**config.mk**
```make
export PLATFORM = sky130hd
export DESIGN_NAME = fuse_prog_seq
export DESIGN_NICKNAME = d
export VERILOG_FILES = /design/src/rtl/fuse_seq_pkg.sv /design/src/rtl/fuse_seq_timer.sv /design/src/rtl/fuse_seq_shifter.sv /design/src/rtl/fuse_seq_ctrl.sv /design/src/rtl/fuse_prog_seq.sv
export SDC_FILE = /design/constraint.sdc
export NUM_CORES = 1
export LEC_CHECK = 0
export BUFFER_PORTS_ARGS = -buffer_cell sky130_fd_sc_hd__buf_2
export CELL_PAD_IN_SITES_DETAIL_PLACEMENT = 1
export CELL_PAD_IN_SITES_GLOBAL_PLACEMENT = 1
export CORE_AREA = 8 8 98 166
export DETAILED_ROUTE_END_ITERATION = 10
export DIE_AREA = 0 0 106 174
export GPL_TIMING_DRIVEN = 0
export PLACE_DENSITY_LB_ADDON = 0.1
export SLEW_MARGIN = 5
export SYNTH_ARGS = -nofsm -noshare
export SYNTH_HDL_FRONTEND = slang
export SYNTH_SLANG_ARGS = --single-unit
```
**constraint.sdc**
```tcl
create_clock -name clk -period 2.6 [get_ports clk]
set_clock_uncertainty 0.15 [all_clocks]
set_input_delay 0.65 -clock clk [delete_from_list [all_inputs] [get_ports clk]]
set_output_delay 0.65 -clock clk [all_outputs]
set_load 0.05 [all_outputs]
```
**src/rtl/fuse_seq_pkg.sv**
```systemverilog
`timescale 1ns/1ps
// Shared types for the fuse programming sequencer.
package fuse_seq_pkg;
    // Phases of one programming operation.
    typedef enum logic [3:0] {
        ST_IDLE,
        ST_RD_PRE,
        ST_RD_STB,
        ST_BIT,
        ST_PRE,
        ST_STB,
        ST_POST,
        ST_GAP,
        ST_QUIET,
        ST_DONE
    } seq_state_t;
endpackage

```
**src/rtl/fuse_seq_timer.sv**
```systemverilog
`timescale 1ns/1ps
// Phase timer: a down counter loaded with (phase length - 1).
// It reports zero during the final cycle of a phase.
// Assumes the controller reloads it on every phase change.
module fuse_seq_timer #(
    parameter int W = 13
) (
    input  logic         clk,
    input  logic         rst_n,
    input  logic         load,
    input  logic [W-1:0] load_val,
    output logic         zero
);
    logic [W-1:0] cnt;

    assign zero = (cnt == '0);

    // Load on phase entry, otherwise count down to zero and hold.
    always_ff @(posedge clk) begin
        if (!rst_n)     cnt <= '0;
        else if (load)  cnt <= load_val;
        else if (!zero) cnt <= cnt - 1'b1;
    end
endmodule

```
**src/rtl/fuse_seq_shifter.sv**
```systemverilog
`timescale 1ns/1ps
// Program pattern register: captures the request, masks out bits
// already blown, then shifts right with zero fill while tracking the
// index of the bit now at the low end.
// Assumes at most one of capture, apply_mask, shift is active per cycle.
module fuse_seq_shifter #(
    parameter int DATA_W = 32,
    parameter int IDX_W  = 5
) (
    input  logic              clk,
    input  logic              rst_n,
    input  logic              capture,
    input  logic [DATA_W-1:0] cap_data,
    input  logic              apply_mask,
    input  logic [DATA_W-1:0] fuse_word,
    input  logic              shift,
    output logic              lsb,
    output logic [IDX_W-1:0]  idx,
    output logic              last
);
    localparam logic [IDX_W-1:0] LAST_IDX = IDX_W'(DATA_W - 1);

    logic [DATA_W-1:0] pat;
    logic [DATA_W-1:0] masked;

    // Per-bit mask: keep a request bit only if its fuse is still intact.
    for (genvar b = 0; b < DATA_W; b++) begin : g_mask
        assign masked[b] = pat[b] & ~fuse_word[b];
    end

    assign lsb  = pat[0];
    assign last = (idx == LAST_IDX);

    // Pattern register update: capture, mask, or zero-fill shift.
    always_ff @(posedge clk) begin
        if (!rst_n) begin
            pat <= '0;
            idx <= '0;
        end else if (capture) begin
            pat <= cap_data;
            idx <= '0;
        end else if (apply_mask) begin
            pat <= masked;
        end else if (shift) begin
            pat <= {1'b0, pat[DATA_W-1:1]};
            idx <= idx + 1'b1;
        end
    end
endmodule

```
**src/rtl/fuse_seq_ctrl.sv**
```systemverilog
`timescale 1ns/1ps
// Sequencing controller: owns the phase state, latches the timing
// counts at acceptance and drives timer loads and pattern operations.
// Assumes the timer and shifter respond on the next clock edge.
module fuse_seq_ctrl
    import fuse_seq_pkg::*;
#(
    parameter int RLX_W = 4,
    parameter int CNT_W = 12,
    parameter int RD_W  = 6,
    parameter int TMR_W = CNT_W + 1
) (
    input  logic             clk,
    input  logic             rst_n,
    input  logic             start,
    input  logic [RLX_W-1:0] relax,
    input  logic [CNT_W-1:0] strobe,
    input  logic [RD_W-1:0]  rd_cnt,
    input  logic [CNT_W-1:0] quiet,
    input  logic             tmr_zero,
    input  logic             lsb,
    input  logic             last,
    output logic             tmr_load,
    output logic [TMR_W-1:0] tmr_val,
    output logic             capture,
    output logic             apply_mask,
    output logic             shift,
    output logic             busy,
    output logic             done,
    output logic             rd_en,
    output logic             pgm_en
);
    seq_state_t st, nxt;

    logic [TMR_W-1:0] rlx_ext, stb_ext, rd_ext, qt_ext;
    logic [TMR_W-1:0] rlx_q, stb_m1_q, rd_m1_q, qt_m1_q;

    assign rlx_ext = {{(TMR_W-RLX_W){1'b0}}, relax};
    assign stb_ext = {{(TMR_W-CNT_W){1'b0}}, strobe};
    assign rd_ext  = {{(TMR_W-RD_W){1'b0}},  rd_cnt};
    assign qt_ext  = {{(TMR_W-CNT_W){1'b0}}, quiet};

    assign busy   = (st != ST_IDLE) && (st != ST_DONE);
    assign done   = (st == ST_DONE);
    assign rd_en  = (st == ST_RD_STB);
    assign pgm_en = (st == ST_STB);

    // Latch timing counts as (length - 1), zero lengths raised to one.
    always_ff @(posedge clk) begin
        if (!rst_n) begin
            rlx_q    <= '0;
            stb_m1_q <= '0;
            rd_m1_q  <= '0;
            qt_m1_q  <= '0;
        end else if (capture) begin
            rlx_q    <= rlx_ext;
            stb_m1_q <= (stb_ext == '0) ? '0 : stb_ext - 1'b1;
            rd_m1_q  <= (rd_ext  == '0) ? '0 : rd_ext  - 1'b1;
            qt_m1_q  <= (qt_ext  == '0) ? '0 : qt_ext  - 1'b1;
        end
    end

    // Phase state register.
    always_ff @(posedge clk) begin
        if (!rst_n) st <= ST_IDLE;
        else        st <= nxt;
    end

    // Next phase and the side actions taken on each phase change.
    always_comb begin
        nxt        = st;
        tmr_load   = 1'b0;
        tmr_val    = '0;
        capture    = 1'b0;
        apply_mask = 1'b0;
        shift      = 1'b0;
        case (st)
            ST_IDLE, ST_DONE: begin
                nxt = ST_IDLE;
                if (start) begin
                    nxt      = ST_RD_PRE;
                    capture  = 1'b1;
                    tmr_load = 1'b1;
                    tmr_val  = rlx_ext;
                end
            end
            ST_RD_PRE: begin
                if (tmr_zero) begin
                    nxt      = ST_RD_STB;
                    tmr_load = 1'b1;
                    tmr_val  = rd_m1_q;
                end
            end
            ST_RD_STB: begin
                if (tmr_zero) begin
                    nxt        = ST_BIT;
                    apply_mask = 1'b1;
                end
            end
            ST_BIT: begin
                if (lsb) begin
                    nxt      = ST_PRE;
                    tmr_load = 1'b1;
                    tmr_val  = rlx_q;
                end else begin
                    shift = 1'b1;
                    if (last) begin
                        nxt      = ST_GAP;
                        tmr_load = 1'b1;
                        tmr_val  = rd_m1_q;
                    end
                end
            end
            ST_PRE: begin
                if (tmr_zero) begin
                    nxt      = ST_STB;
                    tmr_load = 1'b1;
                    tmr_val  = stb_m1_q;
                end
            end
            ST_STB: begin
                if (tmr_zero) begin
                    nxt      = ST_POST;
                    tmr_load = 1'b1;
                    tmr_val  = rlx_q;
                end
            end
            ST_POST: begin
                if (tmr_zero) begin
                    shift = 1'b1;
                    if (last) begin
                        nxt      = ST_GAP;
                        tmr_load = 1'b1;
                        tmr_val  = rd_m1_q;
                    end else begin
                        nxt = ST_BIT;
                    end
                end
            end
            ST_GAP: begin
                if (tmr_zero) begin
                    nxt      = ST_QUIET;
                    tmr_load = 1'b1;
                    tmr_val  = qt_m1_q;
                end
            end
            ST_QUIET: begin
                if (tmr_zero) nxt = ST_DONE;
            end
            default: nxt = ST_IDLE;
        endcase
    end
endmodule

```
**src/rtl/fuse_prog_seq.sv**
```systemverilog
`timescale 1ns/1ps
// Serial fuse word programming sequencer (top).
// Reads the target word, masks the request with it, then blows the
// remaining bits one at a time with relax-padded strobes, and closes
// with a read gap and a quiet period before a one-cycle done pulse.
// Assumes a fuse array with a combinational word read and a per-bit
// program input; requires CNT_W >= RD_W and CNT_W >= RLX_W.
module fuse_prog_seq #(
    parameter int DATA_W = 32,
    parameter int ADDR_W = 7,
    parameter int RLX_W  = 4,
    parameter int CNT_W  = 12,
    parameter int RD_W   = 6,
    parameter int IDX_W  = $clog2(DATA_W)
) (
    input  logic              clk,
    input  logic              rst_n,
    input  logic              start_i,
    input  logic [ADDR_W-1:0] addr_i,
    input  logic [DATA_W-1:0] data_i,
    input  logic [RLX_W-1:0]  relax_i,
    input  logic [CNT_W-1:0]  strobe_i,
    input  logic [RD_W-1:0]   read_i,
    input  logic [CNT_W-1:0]  quiet_i,
    output logic              busy_o,
    output logic              done_o,
    output logic [ADDR_W-1:0] fuse_addr_o,
    output logic              fuse_rd_en_o,
    input  logic [DATA_W-1:0] fuse_rd_data_i,
    output logic              fuse_pgm_en_o,
    output logic [IDX_W-1:0]  fuse_pgm_bit_o
);
    localparam int TMR_W = CNT_W + 1;

    logic             tmr_load, tmr_zero;
    logic [TMR_W-1:0] tmr_val;
    logic             capture, apply_mask, shift;
    logic             lsb, last;
    logic [ADDR_W-1:0] addr_q;

    // Word address held constant for the whole operation.
    always_ff @(posedge clk) begin
        if (!rst_n)       addr_q <= '0;
        else if (capture) addr_q <= addr_i;
    end

    assign fuse_addr_o = addr_q;

    fuse_seq_ctrl #(
        .RLX_W(RLX_W), .CNT_W(CNT_W), .RD_W(RD_W), .TMR_W(TMR_W)
    ) ctrl_i (
        .clk(clk), .rst_n(rst_n), .start(start_i),
        .relax(relax_i), .strobe(strobe_i), .rd_cnt(read_i), .quiet(quiet_i),
        .tmr_zero(tmr_zero), .lsb(lsb), .last(last),
        .tmr_load(tmr_load), .tmr_val(tmr_val),
        .capture(capture), .apply_mask(apply_mask), .shift(shift),
        .busy(busy_o), .done(done_o),
        .rd_en(fuse_rd_en_o), .pgm_en(fuse_pgm_en_o)
    );

    fuse_seq_timer #(.W(TMR_W)) timer_i (
        .clk(clk), .rst_n(rst_n), .load(tmr_load), .load_val(tmr_val),
        .zero(tmr_zero)
    );

    fuse_seq_shifter #(.DATA_W(DATA_W), .IDX_W(IDX_W)) shifter_i (
        .clk(clk), .rst_n(rst_n),
        .capture(capture), .cap_data(data_i),
        .apply_mask(apply_mask), .fuse_word(fuse_rd_data_i),
        .shift(shift), .lsb(lsb), .idx(fuse_pgm_bit_o), .last(last)
    );
endmodule

```
== After elaboration in Yosys (flattened, before gate mapping) ==
Cells that the tools add are included.

* Flip-flop bits (word level): 104
* Input port bits: 108
* Bits in latches: 0
* RAM bits: 0
* Memories: 0
* Memory bits (read-only): 0

* Bitwise logic cells: 66
* Shifts and indexed selects: 0
* Divide/modulo/power cells: 0
* Multiply operators: 0
* Equality and inequality tests: 20
* $add $sub $neg: 5
* $lt $le $gt $ge: 0
* Reductions and logical operators: 13
* Multiplexer cells: 39

{| class="wikitable"
|+ Operator list
! cell !! number
|-
| two-way mux 13 bit || 11
|-
| two-way mux 32 bit || 3
|-
| one-hot mux 13 bit (7 select lines) || 1
|-
| zero test 13 bit || 4
|-
| two-way mux 4 bit || 11
|-
| one-hot mux 4 bit (9 select lines) || 1
|-
| inverter 1 bit || 34
|-
| AND 1 bit || 32
|-
| subtractor 12 x 1 -> 13 bit, second input constant || 2
|-
| == test 4 x 3 -> 1 bit, second input constant || 4
|-
| inequality test 2 x 1 -> 1 bit, second input constant || 7
|-
| subtractor 13 x 1 -> 13 bit, second input constant || 1
|-
| two-way mux 1 bit || 9
|-
| == test 4 x 2 -> 1 bit, second input constant || 2
|-
| == test 4 bit, second input constant || 2
|-
| AND reduction 8 bit || 1
|-
| subtractor 6 x 1 -> 7 bit, second input constant || 1
|-
| adder 5 x 1 -> 5 bit, second input constant || 1
|-
| == test 5 bit, second input constant || 1
|-
| == test 4 x 1 -> 1 bit, second input constant || 1
|-
| zero test 4 bit || 1
|-
| inequality test 4 bit, second input constant || 1
|-
| one-hot mux 1 bit (4 select lines) || 1
|-
| nonzero test 4 bit || 1
|-
| 9 further kinds || 10
|}

== Depth between registers and ports, before layout ==
Gate-level depths: netlist of run 1.

* Depth in word-level cells: 6
* Gate-level depth with buffers: 9

== Cells and area by module ==
From an unflattened synthesis of run 1, not the netlist that was laid out.

* Cell total of the unflattened synthesis: 661
* Area, all modules: 5361.4 um^2

{| class="wikitable"
|+ Modules (own cells, without submodules)
! module !! area each (um^2) !! cells an instance !! seq. area each (um^2) !! instances
|-
| fuse_seq_ctrl || 2548.7 || 315 || 820.8 || 1
|-
| fuse_seq_shifter || 1746.7 || 240 || 740.7 || 1
|-
| fuse_seq_timer || 800.8 || 84 || 260.2 || 1
|-
| fuse_prog_seq || 265.3 || 22 || 140.1 || 1
|}

== Worst setup path after synthesis of run 1 ==
Ideal clock, no wire load.

* Path type: register to output
* Start point: reg ctrl_i.st[3]
* End point: out done_o
* Cell stages (with the launch flop): 4
* Arrival: 1906 ps
* Buffers on the path: 2
* Setup slack: -106 ps
* Data required time: 1800 ps
* Cell sequence: dfxtp_1 > buf_2 > clkbuf_1 > nor3b_1

* Cells in the longest elaborated chain, start to end: 1

{| class="wikitable"
|+ Ends and longest elaborated chain
! element !! line !! text
|-
| from (decl) || fuse_seq_ctrl.sv:33 || <nowiki>seq_state_t st, nxt;</nowiki>
|-
| from (signal assigned) || fuse_seq_ctrl.sv:66 || <nowiki>else st <= nxt;</nowiki>
|-
| == test 4 bit || fuse_seq_ctrl.sv:44 || <nowiki>assign done = (st == ST_DONE);</nowiki>
|-
| to (decl) || fuse_prog_seq.sv:26 || <nowiki>output logic done_o,</nowiki>
|}

Every way passes these cells.

== Worst setup path in the final report of run 1 ==
* Start point: reg shifter_i.idx[0]
* End point: reg timer_i.cnt[1]

* Cells in the longest elaborated chain, start to end: 5
* Elaborated cells between the ends (all ways): 11
* Classes of those cells: eq/ne: 2; mux: 9

{| class="wikitable"
|+ Ends and longest elaborated chain
! element !! line !! text
|-
| from (decl) || fuse_seq_shifter.sv:18 || <nowiki>output logic [IDX_W-1:0] idx,</nowiki>
|-
| from (signal assigned) || fuse_seq_shifter.sv:46 || <nowiki>idx <= idx + 1'b1;</nowiki>
|-
| == test 5 bit * || fuse_seq_shifter.sv:32 || <nowiki>assign last = (idx == LAST_IDX);</nowiki>
|-
| two-way mux 1 bit or two-way mux 13 bit (tied branches) || fuse_seq_ctrl.sv:107, fuse_seq_ctrl.sv:131 ||
|-
| two-way mux 1 bit (tied with other cells) || fuse_seq_ctrl.sv:129 || <nowiki>if (tmr_zero) begin</nowiki>
|-
| one-hot mux 1 bit (4 select lines) or one-hot mux 13 bit (7 select lines) (tied branches) || fuse_seq_ctrl.sv:77 || <nowiki>case (st)</nowiki>
|-
| inequality test 2 bit (no source line) or two-way mux 13 bit (tied branches) || n/a ||
|-
| to (signal assigned) || fuse_seq_timer.sv:21 || <nowiki>else if (load) cnt <= load_val;</nowiki>
|-
| to (signal assigned) || fuse_seq_timer.sv:22 || <nowiki>else if (!zero) cnt <= cnt - 1'b1;</nowiki>
|-
| to (decl) || fuse_seq_timer.sv:14 || <nowiki>logic [W-1:0] cnt;</nowiki>
|}

Mark *: on every way between the ends. The rest lies on a longest branch, timed or not.
A chain may end at the register's enable or synchronous reset.

==> summary.md, run 1 <==
| Metric | Value |
|---|---|
| Status | `completed` |
| Hold Path End | `ctrl_i.qt_m1_q[5]` |
| H-tree Lvls | `3` |
| Fin crit share | `0.973` |
| DP Cell Count | `around 940` |
| Clk_lat worst skew | `roughly 0.35 ns` |
| Share of layout cells above drive strength 1 | `0.252` |
| DP Wirelength | `15,700 um` |
| Num CTS Buffers | `9` |
| Initial DRC count | `231` |
| # nets final | `892` |
| Highest-delay cell along the critical path | `dfxtp_1` |
| Fin cells | `963` |
| Clock Path Buffers | `2` |
| Vert. Die Dim | `174 um` |
| Crit path buf inv count | `1` |
| Crit path capture type | `flop` |
| RePlAce Congestion | `0.922` |
| Post-CTS Hold Fix Bufs | `0` |
| Sequential element share of the synthesized area | `0.359` |
| Largest net degree at the start of global routing | `17` |
| Vias per inst | `5.81` |
| TritonRoute pass-1 iters | `5` |
| Critical path, cell by cell | `ha_1, and3_1, ha_4, or2_2, a32oi_2, o31a_1, buf_4, o211ai_1, a31oi_1` |
| Worst path top cell family by delay | `compound AO/OA/AOI/OAI gates` |
| Peak supply drop | `0.000412 V` |
| P&R area growth vs syn | `23.8%` |
| FF-to-FF End | `timer_i.cnt[1]` |
| First-pass GRT wire length | `31,500 um` |
| Boundary Pins | `124` |
| R2R Setup Slk | `0.07 ns` |
| Total global-route track usage | `0.213` |
| HP Class | `flop to flop` |
| RR Startpoint | `shifter_i.idx[0]` |
| Die X | `between 100 and 150 um` |
| Synth area leaders | `dfxtp_1, a32o_1, nor4b_1` |
| CP max FO | `10` |
| FMAX | `around 0.40 GHz` |
| Clk sink count | `98` |
| Utilization after layout | `0.477` |
| Slew @ Worst Pin | `approximately 0.82 ns` |
| Vias in the first global route | `about 6.2k` |
| Clock slew at reported path FFs | `0.07 ns` |
| Tmin final | `2.53 ns` |
| Pwr Density | `between 900 and 1000 nW/um2` |
| Reg area | `1960 um2` |
| Final setup violation count | `0` |
| Setup CP Type | `flop to flop` |
| Asr flop ratio synth | `0` |
| Worst reg2reg path depth | `9` |
| RSZ-0062 raised after global routing | `yes` |
| Drt total wl | `19,900 um` |
| Max Cap Viol | `0` |
| Leak | `0.00273 uW` |
| Synthesized area per cell | `8.54 um2` |
| Port bufs | `123` |
| Worst EP arrival | `2.65 ns` |
| #FFs+latches synth | `98` |
| Post-Syn Instances | `roughly 640` |
| Multi-input logic area | `between 3000 and 4000 um2` |
| Filler cell count | `between 1.5k and 2k` |
| Grt ovf | `0` |
| Post-synth top area cell | `dfxtp_1` |
| Core area | `14,200 um2` |
| Initial antenna violation count | `1` |
| Top-area cell type share of the netlist area | `0.359` |
| Fin. max-slew vios | `0` |
| Die area | `approximately 18,000 um2` |
| Slew HR | `0.451` |
| Hold depth | `2` |
| Endpoints failing hold | `0` |
| Post-DRT Antenna Nets | `0` |
| Netlist cell types | `64` |
| Starting Density | `0.386` |
| Syn. warnings | `0` |
| # DRC | `0` |
| CP startpoint kind | `flop` |
| Syn_nets | `753` |
| Root buffer cell | `clkbuf_16` |
| WP data required | `2.72 ns` |
| Main flop type after synthesis | `dfxtp_1` |
| Mapped cell area | `5460 um2` |
| EDFF count, synth | `0` |
| Max stage delay on crit path | `0.35 ns` |
| Worst Hold Launch | `ctrl_i.qt_m1_q[5]` |
| Row count | `58` |
| Routed vias | `5,592` |
| WL/cell | `20.6 um` |
| Launch point of the critical path | `shifter_i.idx[0]` |
| CTS tree | `yes` |
-- kinds of logic after synthesis --
| family | synth area share |
|---|---|
| flip-flops | 0.359 |
| buffers and inverters | 0.0486 |
| adder cells (fa/ha/maj) | 0.0138 |
| XOR/XNOR | 0.0465 |
| AO/OA/AOI/OAI | 0.256 |
| AND/OR/NAND/NOR | 0.259 |
| multiplexers | 0.0170 |
-- sequential cells by signal, summed over array words and instances (netlist names) --
signal and count:
ctrl_i.qt_m1_q 13, ctrl_i.rd_m1_q 7, ctrl_i.rlx_q 4, ctrl_i.st 4, ctrl_i.stb_m1_q 13, fuse_addr_o 7, shifter_i.idx 5, shifter_i.pat 32
timer_i.cnt 13
-- power breakdown --
part	switching, uW	internal, uW	leakage, uW	total (uW)
clock network	615	749	0.000133	1360
logic	1900	1250	0.00180	3160
registers	347	1870	0.000803	2220
total	2860	3870	0.00273	6740
-- worst reg2reg max path, stage by stage, from the launching register on --
cell	delay [ns]
dfxtp_1	0.35
ha_1	0.23
and3_1	0.22
ha_4	0.21
or2_2	0.32
a32oi_2	0.26
o31a_1	0.24
buf_4	0.20
o211ai_1	0.11
a31oi_1	0.17
-- what timing repair did --
| item | CTS | global route |
|---|---|---|
| endpoints found under the hold margin | 0 | 0 |
| pin swaps | 0 | 1 |
| gates resized for setup | 10 | 27 |
| endpoints found under the setup margin | 65 | 61 |
| setup buffers | 5 | 0 |
-- Yosys cell counts (all sizes together), types with 5 or more instances --
library cell,instances
nor3,14
nand2b,39
clkbuf,27
nand4,6
a211o,31
nand2,75
and3,9
nor4b,32
or3,5
xnor2,16
a21oi,28
buf,17
xor2,13
o21ai,42
inv,16
nor2,35
nand3,13
a22oi,10
a32o,32
o21a,5
ha,6
dfxtp,98
mux2i,7
-- worst max-delay path by stage --
stage                              end  cells after the start
floorplan               timer_i.cnt[9]                      9
global placement    ctrl_i.stb_m1_q[6]                      6
detailed placement   shifter_i.pat[13]                      8
CTS                       fuse_rd_en_o                      5
global route            timer_i.cnt[1]                      9
finish                  timer_i.cnt[1]                      9
-- placed cells by master, fill, tap and decap left out, types with 4 or more instances in the layout --
cell type,count
nor4b_1,32
clkbuf_1,18
clkbuf_16,9
a32o_1,32
o21a_1,5
buf_4,5
nor2_1,33
o211ai_1,4
o31a_1,4
buf_2,131
inv_1,15
xor2_1,13
a211o_1,31
o311a_1,4
a22oi_1,10
nor3_1,11
and3_1,9
clkbuf_2,10
ha_1,5
nand3_1,12
nand2_1,73
or3_1,5
o21ai_0,41
xnor2_1,16
nand2b_1,39
a21oi_1,28
dfxtp_1,97
mux2i_1,7
-- per-stage QoR --
stage               instance area [um2]  TNS, ns  total power [uW]  hold slack, ns  worst slack (ns)
detailed placement                 6300   -12.12              5170           0.287            -0.244
global route                       6760   -0.199              7150           0.339           -0.0508
CTS                                6690        0              6720           0.305            0.0104
floorplan                          5460        0              4250           0.267            0.0562
global placement                   6300    -7.84              5080           0.291            -0.161
finish                             6760        0              6740           0.300            0.0706
-- per-layer routing --
layer | global-route usage | part of all wire
met3 | 0.0471 | 0.043
met1 | 0.199 | 0.36
met2 | 0.410 | 0.55
met5 | 0 | 0
met4 | 0.119 | 0.048
-- cell type report --
cell class	instances	area share
Buffer	44	0.0330
Inverter	16	0.00889
Clock inverter	5	0.00944
Antenna cell	1	0.000370
Tap cell	180	0.0333
Multi-Input combinational cell	481	0.492
Timing Repair Buffer	128	0.0989
Sequential cell	98	0.291
Clock buffer	10	0.0339
(Power assumes the default switching activity.)
==> inputs of run 2 (changes only) <==
--- a/config.mk
+++ b/config.mk
@@ -12,7 +12,7 @@
 export DETAILED_ROUTE_END_ITERATION = 10
 export DIE_AREA = 0 0 106 174
 export GPL_TIMING_DRIVEN = 0
-export PLACE_DENSITY_LB_ADDON = 0.1
+export PLACE_DENSITY = 0.84
 export SLEW_MARGIN = 5
 export SYNTH_ARGS = -nofsm -noshare
 export SYNTH_HDL_FRONTEND = slang
==> run 2 against run 1 <==
Critical path depth rose by 1. Cell count up 1.1%. Combinational power rose by 6.6%. Power rose by 3.0%. Global-route usage grew 0.49 points. Largest power group unchanged.
==> summary.md, run 2 (same netlist as run 1, synthesis figures left out) <==
| Metric | Value |
|---|---|
| Setup TNS | `0 ns (unchanged)` |
| RR Startpoint | `shifter_i.idx[0]` |
| RSZ-0062 raised after global routing | `yes` |
| DP Wirelength | `16,300 um (+4.2%)` |
| Max stage delay on crit path | `0.38 ns (+0.03 ns)` |
| Crit path buf inv count | `3 (+2)` |
| R2R Setup Slk | `0.05 ns (-0.02 ns)` |
| Slew @ Worst Pin | `0.683 ns (-0.132 ns)` |
| Tmin final | `2.55 ns (+0.0221 ns)` |
| Total global-route track usage | `0.218 (+0.00489)` |
| WL/cell | `21.8 um (+5.5%)` |
| FF-to-FF End | `timer_i.cnt[9]` |
| Largest net degree at the start of global routing | `18 (+1)` |
| Worst EP arrival | `2.64 ns (about the same)` |
| Fin crit share | `0.981 (+0.00851)` |
| Post-CTS Hold Fix Bufs | `0 (unchanged)` |
| Highest-delay cell along the critical path | `dfxtp_2` |
| # nets final | `903 (+1.2%)` |
| Crit path top cell by count | `buf_4` |
| Crit path capture type | `flop` |
| WP data required | `2.68 ns (-0.04 ns)` |
| Core area | `14,200 um2 (unchanged)` |
| P&R area growth vs syn | `25.6%` |
| Clk_lat worst skew | `0.36 ns (about the same)` |
| Status | `completed` |
| Hold depth | `2 (unchanged)` |
| CP max FO | `7 (-3)` |
| Hold Path End | `fuse_addr_o[3]` |
| Routed vias | `5,821 (+4.1%)` |
| Most frequent cells in the layout | `buf_2, dfxtp_1, nand2_1` |
| Slew HR | `0.545 (+0.0933)` |
| TritonRoute pass-1 iters | `5 (unchanged)` |
| HP Class | `flop to flop` |
| Starting Density | `0.386 (unchanged)` |
| RePlAce Congestion | `0.902 (-2.1%)` |
| Post-DRT Antenna Nets | `0 (unchanged)` |
| Grt ovf | `0 (unchanged)` |
| Worst reg2reg path depth | `10 (+1)` |
| CTS tree | `yes` |
| Peak supply drop | `0.000602 V (+46%)` |
| Worst Hold Launch | `fuse_addr_o[3]` |
| H-tree Lvls | `3 (unchanged)` |
| Largest register FFs | `32 (unchanged)` |
| Clock Path Buffers | `2 (unchanged)` |
| Initial DRC count | `258 (+12%)` |
| Pwr Density | `1010 nW/um2 (+1.5%)` |
| Clock slew at reported path FFs | `0.07 ns (about the same)` |
| Fin. max-slew vios | `0 (unchanged)` |
| Leak | `0.00278 uW (+1.8%)` |
| Setup CP Type | `flop to flop` |
| Met1 wire length | `7370 um (+2.7%)` |
| Vert. Die Dim | `174 um (unchanged)` |
| Vias per inst | `5.98 (+2.9%)` |
| Row count | `58 (unchanged)` |
| Final setup violation count | `0 (unchanged)` |
| Port bufs | `123 (unchanged)` |
| First-pass GRT wire length | `32,300 um (+2.6%)` |
| Endpoints failing hold | `0 (unchanged)` |
| Num CTS Buffers | `9 (unchanged)` |
| Die X | `106 um (unchanged)` |
| FMAX | `0.392 GHz (-0.87%)` |
| Met3 WL | `964 um (+12%)` |
| Root buffer cell | `clkbuf_16` |
| CP startpoint kind | `flop` |
| Worst path top cell family by delay | `compound AO/OA/AOI/OAI gates` |
| Antenna cells | `0 (-1)` |
| Max Cap Viol | `0 (unchanged)` |
| Drt total wl | `21,200 um (+6.7%)` |
| Utilization after layout | `0.484 (+0.00690)` |
| Initial antenna violation count | `0 (-1)` |
| Largest Register | `shifter_i.pat` |
| Boundary Pins | `124 (unchanged)` |
| # DRC | `0 (unchanged)` |
| Die area | `18,400 um2 (unchanged)` |
| Vias in the first global route | `6,410 (+2.6%)` |
| Most common cell after layout, fill and taps aside | `buf_2` |
| Share of layout cells above drive strength 1 | `0.266 (+0.0138)` |
| Top sig layer | `met4` |
| Clk sink count | `98 (unchanged)` |
| Metal2 WL | `11,700 um (+7.6%)` |
| Critical path, cell by cell | `ha_1, and3_4, ha_4, nand2b_1, a21oi_1, o31a_1, buf_6, buf_4, buf_4, o311a_1` |
## run 2: changes by cell type in the layout (fill, tap and decap cells not counted), sizes merged
cell      change
inv           +2
clkbuf        -1
clkinvlp      -1
bufinv        -1
buf          +12
clkinv        +1
diode         -1
## run 2: tightest hold or removal path: stages, from the launching register on
cell and delay (ns):
dfxtp_1 0.31, nand2_1 0.05, a21oi_1 0.06
## run 2: timing repair
item | 4_1_cts | 5_1_grt
setup endpoints to repair | 66 | 67
pin swaps | 1 | 4
gates resized for setup | 12 | 26
buffers inserted | 3 | 13
## run 2: layer usage
metal / vias to the layer above / GRT usage
met5: - / 0
met1: 2860 / 0.196
li1: 2690 / -
met3: 73 / 0.0515
met4: 0 / 0.121
met2: 198 / 0.426
## run 2: worst max-delay path by stage
stage | startpoint | end | slack [ns] | cells past startpoint
after floorplan | shifter_i.idx[0] | timer_i.cnt[9] | 0.06 | 9
after global placement | strobe_i[5] | ctrl_i.stb_m1_q[6] | -0.25 | 6
after detailed placement | strobe_i[4] | ctrl_i.stb_m1_q[4] | -0.32 | 6
after CTS | shifter_i.idx[0] | timer_i.cnt[9] | -0.03 | 9
after global routing | timer_i.cnt[0] | shifter_i.pat[20] | -0.03 | 10
final | shifter_i.idx[0] | timer_i.cnt[9] | 0.05 | 10
## run 2: layout make-up
cell class	instances	area (um2)
Fill cell	1725	7300
Multi-Input combinational cell	481	3340
Sequential cell	98	1970
Timing Repair Buffer	139	753
Clock buffer	10	239
Tap cell	180	225
Buffer	44	218
Inverter	16	60.1
Clock inverter	6	48.8
## run 2: metrics by stage
stage / area (um2) / setup slack (ns) / total power, uW / std cells / hold WS [ns]
finish: 6850 / 0.0485 / 6940 / 974 / 0.316
global route: 6850 / -0.0265 / 7260 / 974 / 0.342
CTS: 6670 / -0.0300 / 6640 / 961 / 0.319
detailed placement: 6300 / -0.319 / 5190 / 942 / 0.306
global placement: 6300 / -0.254 / 5050 / 942 / 0.291
floorplan: 5460 / 0.0562 / 4250 / 639 / 0.267
## run 2: where the power goes
part	leakage [uW]	internal, uW	switching, uW
registers	0.000804	1870	366
logic	0.00184	1340	2030
clock network	0.000137	688	640
total	0.00278	3900	3040
==> inputs of run 3 (changes only) <==
--- a/config.mk
+++ b/config.mk
@@ -8,12 +8,14 @@
 export BUFFER_PORTS_ARGS = -buffer_cell sky130_fd_sc_hd__buf_2
 export CELL_PAD_IN_SITES_DETAIL_PLACEMENT = 1
 export CELL_PAD_IN_SITES_GLOBAL_PLACEMENT = 1
-export CORE_AREA = 8 8 98 166
+export CORE_AREA = 8 8 97 165
 export DETAILED_ROUTE_END_ITERATION = 10
-export DIE_AREA = 0 0 106 174
+export DIE_AREA = 0 0 105 173
 export GPL_TIMING_DRIVEN = 0
-export PLACE_DENSITY = 0.84
+export HOLD_SLACK_MARGIN = 0.03
+export PLACE_DENSITY = 0.85
 export SLEW_MARGIN = 5
 export SYNTH_ARGS = -nofsm -noshare
 export SYNTH_HDL_FRONTEND = slang
+export SYNTH_HIERARCHICAL = 1
 export SYNTH_SLANG_ARGS = --single-unit
==> run 3 against run 2 <==
Synthesized cell count grew 3.4%. Largest cell class unchanged. Critical endpoint is now timer_i/cnt[1]. Worst setup slack improved by 0.034 ns. Via count shrank 7.4%. Combinational power shrank 21%. Highest routed layer unchanged.
==> summary.md, run 3 <==
| Metric | Value |
|---|---|
| Utilization after layout | `0.491 (+0.00660)` |
| Highest-delay cell along the critical path | `dfxtp_2` |
| Clock slew at reported path FFs | `0.07 ns (about the same)` |
| Status | `completed` |
| Die X | `105 um (-0.94%)` |
| Worst Hold Launch | `ctrl_i/stb_m1_q[5]` |
| Grt ovf | `0 (unchanged)` |
| Peak supply drop | `0.000442 V (-27%)` |
| Antenna cells | `0 (unchanged)` |
| HP Class | `flop to flop` |
| Final setup violation count | `0 (unchanged)` |
| RSZ-0062 raised after global routing | `yes` |
| P&R area growth vs syn | `25.4%` |
| Vert. Die Dim | `173 um (-0.57%)` |
| Multi-input logic area | `3190 um2 (-4.7%)` |
| Fin crit share | `0.968 (-0.0130)` |
| Starting Density | `0.392 (+0.00577)` |
| Worst path depth | `10 (unchanged)` |
| CTS tree | `yes` |
| Worst reg2reg path depth | `10 (unchanged)` |
| Filler cell count | `1,750 (+1.4%)` |
| Syn_nets | `779 (+3.5%)` |
| Fin. max-slew vios | `0 (unchanged)` |
| #FFs+latches synth | `98 (unchanged)` |
| EDFF count, synth | `0 (unchanged)` |
| Routed vias | `5,391 (-7.4%)` |
| Most numerous cell in the Yosys netlist | `dfxtp_1` |
| Core area | `13,700 um2 (-3.2%)` |
| Initial DRC count | `181 (-30%)` |
| Setup TNS | `0 ns (unchanged)` |
| Row count | `57 (-1.7%)` |
| # DRC | `0 (unchanged)` |
| Num CTS Buffers | `9 (unchanged)` |
| Worst EP arrival | `2.59 ns (-0.05 ns)` |
| Top-area cell type share of the netlist area | `0.366 (+0.00654)` |
| CP startpoint kind | `flop` |
| Slew @ Worst Pin | `0.936 ns (+0.254 ns)` |
| Reg area | `1970 um2 (+0.25%)` |
| Post-DRT Antenna Nets | `0 (unchanged)` |
| Share of layout cells above drive strength 1 | `0.281 (+0.0150)` |
| Setup WS pre-CTS | `-0.502 ns (-0.183 ns)` |
| Crit path buf inv count | `1 (-2)` |
| Critical path, cell by cell | `ha_1, and3_1, ha_2, nor2b_2, a31oi_2, o32ai_4, buf_4, a221o_1, nand3_1, o211ai_1` |
| DP Wirelength | `14,800 um (-9.4%)` |
| Total global-route track usage | `0.200 (-0.0184)` |
| Main flop type after synthesis | `dfxtp_1` |
| Power Total | `6190 uW (-11%)` |
| Placed Area | `6210 um2 (-1.5%)` |
| Largest Register | `shifter_i/pat` |
| Pwr Density | `921 nW/um2 (-9.1%)` |
| Max stage delay on crit path | `0.34 ns (-0.04 ns)` |
| Max Cap Viol | `0 (unchanged)` |
| Asr flop ratio synth | `0 (unchanged)` |
| Post-synth top cells | `dfxtp_1, nand2_1, a21oi_1` |
| Largest net degree at the start of global routing | `24 (+6)` |
| Most frequent cells in the layout | `buf_2, dfxtp_1, nand2_1` |
| Synthesized area per cell | `8.11 um2 (-5.1%)` |
| Vias in the first global route | `6,113 (-4.6%)` |
| Most common cell after layout, fill and taps aside | `buf_2` |
| TritonRoute pass-1 iters | `4 (-1)` |
| Root buffer cell | `clkbuf_16` |
| Crit path capture type | `flop` |
| Vias per inst | `5.45 (-8.8%)` |
| RR Startpoint | `shifter_i/idx[0]` |
| RePlAce Congestion | `0.872 (-3.4%)` |
| Port bufs | `123 (unchanged)` |
| CP max FO | `5 (-2)` |
| Drt total wl | `18,500 um (-13%)` |
| Post-synth top area cell | `dfxtp_1` |
| Worst path top cell family by delay | `compound AO/OA/AOI/OAI gates` |
| Post-Syn Instances | `661 (+3.4%)` |
| Synth area leaders | `dfxtp_1, a21oi_1, nand2_1` |
| Largest register FFs | `32 (unchanged)` |
| FMAX | `0.397 GHz (+1.3%)` |
| # nets final | `925 (+2.4%)` |
| Clock Path Buffers | `2 (unchanged)` |
| Hold depth | `2 (unchanged)` |
| First-pass GRT wire length | `29,700 um (-8.1%)` |
| Tmin final | `2.52 ns (-0.0339 ns)` |
| Clk_lat worst skew | `0.35 ns (about the same)` |
| Launch point of the critical path | `shifter_i/idx[0]` |
| Post-route worst setup slack | `0.0824 ns (+0.0339 ns)` |
| Die area | `18,200 um2 (-1.5%)` |
| Clk sink count | `98 (unchanged)` |
| Initial antenna violation count | `0 (unchanged)` |
| WL/cell | `18.7 um (-14%)` |
| Slew HR | `0.370 (-0.175)` |
| Sequential element share of the synthesized area | `0.366 (+0.00654)` |
| Syn. warnings | `6 (+6)` |
| Post-CTS Hold Fix Bufs | `0 (unchanged)` |
| Setup CP Type | `flop to flop` |
| Mapped cell area | `5360 um2 (-1.8%)` |
| WP data required | `2.67 ns (about the same)` |
| Endpoints failing hold | `0 (unchanged)` |
| H-tree Lvls | `3 (unchanged)` |
| Leak | `0.00270 uW (-3.0%)` |
| Netlist cell types | `62 (-3.1%)` |
| Post-layout instance area | `6720 um2 (-1.9%)` |
| Boundary Pins | `124 (unchanged)` |
## run 3: changes by cell type in the layout (fill, tap and decap cells not counted), moves of 9 or more
cell      before  now
nor4b_1       32    1
nand2_1       74   91
a21oi_1       28   76
a32o_1        32    0
o21ai_0       41   63
nor2b_1        1   10
nand3_1       12   49
a211o_1       31    0
nand2b_1      39    9
## run 3: through the flow
| step | hold WS [ns] | cells |
|---|---|---|
| after global placement | 0.288 | 961 |
| final | 0.314 | 989 |
| after detailed placement | 0.304 | 961 |
| after CTS | 0.315 | 985 |
| after global routing | 0.340 | 989 |
| after floorplan | 0.270 | 661 |
## run 3: per-layer routing
layer  up-vias  track usage  wire length (um)
li1       2645            -                 -
met1      2599        0.176              6400
met2       116        0.411             11000
met3        31       0.0361               623
met4         0       0.0922               511
met5         -            0                 0
## run 3: logic make-up after synthesis
kind of cell,after synthesis,synth area share
flip-flops,98,0.366
buffers and inverters,56,0.0530
AND/OR/NAND/NOR,249,0.249
adder cells (fa/ha/maj),10,0.0233
multiplexers,13,0.0252
AO/OA/AOI/OAI,202,0.230
XOR/XNOR,33,0.0539
## run 3: worst min-delay path: stages (launching register included)
cell and delay, ns:
dfxtp_1 0.31, nand2_1 0.05, o21ai_1 0.05
## run 3: repair_timing
item / 4_1_cts / 5_1_grt
setup endpoints to repair: 51 / 48
gates resized for setup: 23 / 35
cloned: 0 / 0
buffers inserted: 8 / 4
pin swaps: 6 / 8
## run 3: area by class of cell
| class | instances | area share |
|---|---|---|
| buffer | 41 | 0.0415 |
| sequential | 98 | 0.293 |
| tap | 177 | 0.0329 |
| multi-input combinational | 507 | 0.474 |
| inverter | 15 | 0.0104 |
| timing repair buffer | 135 | 0.105 |
| clock buffer | 10 | 0.0355 |
| clock inverter | 6 | 0.00726 |
## run 3: power by group
| part | switching [uW] | total [uW] | leakage (uW) | internal [uW] |
|---|---|---|---|---|
| logic | 1550 | 2660 | 0.00175 | 1110 |
| registers | 325 | 2230 | 0.000808 | 1910 |
| clock network | 611 | 1300 | 0.000137 | 687 |
## run 3: worst paths after layout
path                                      endpoint  slack, ns
worst max-delay path                timer_i/cnt[1]       0.08
worst min-delay path            ctrl_i/stb_m1_q[5]       0.31
worst max register to register      timer_i/cnt[1]       0.08
worst min register to register  ctrl_i/stb_m1_q[5]       0.31
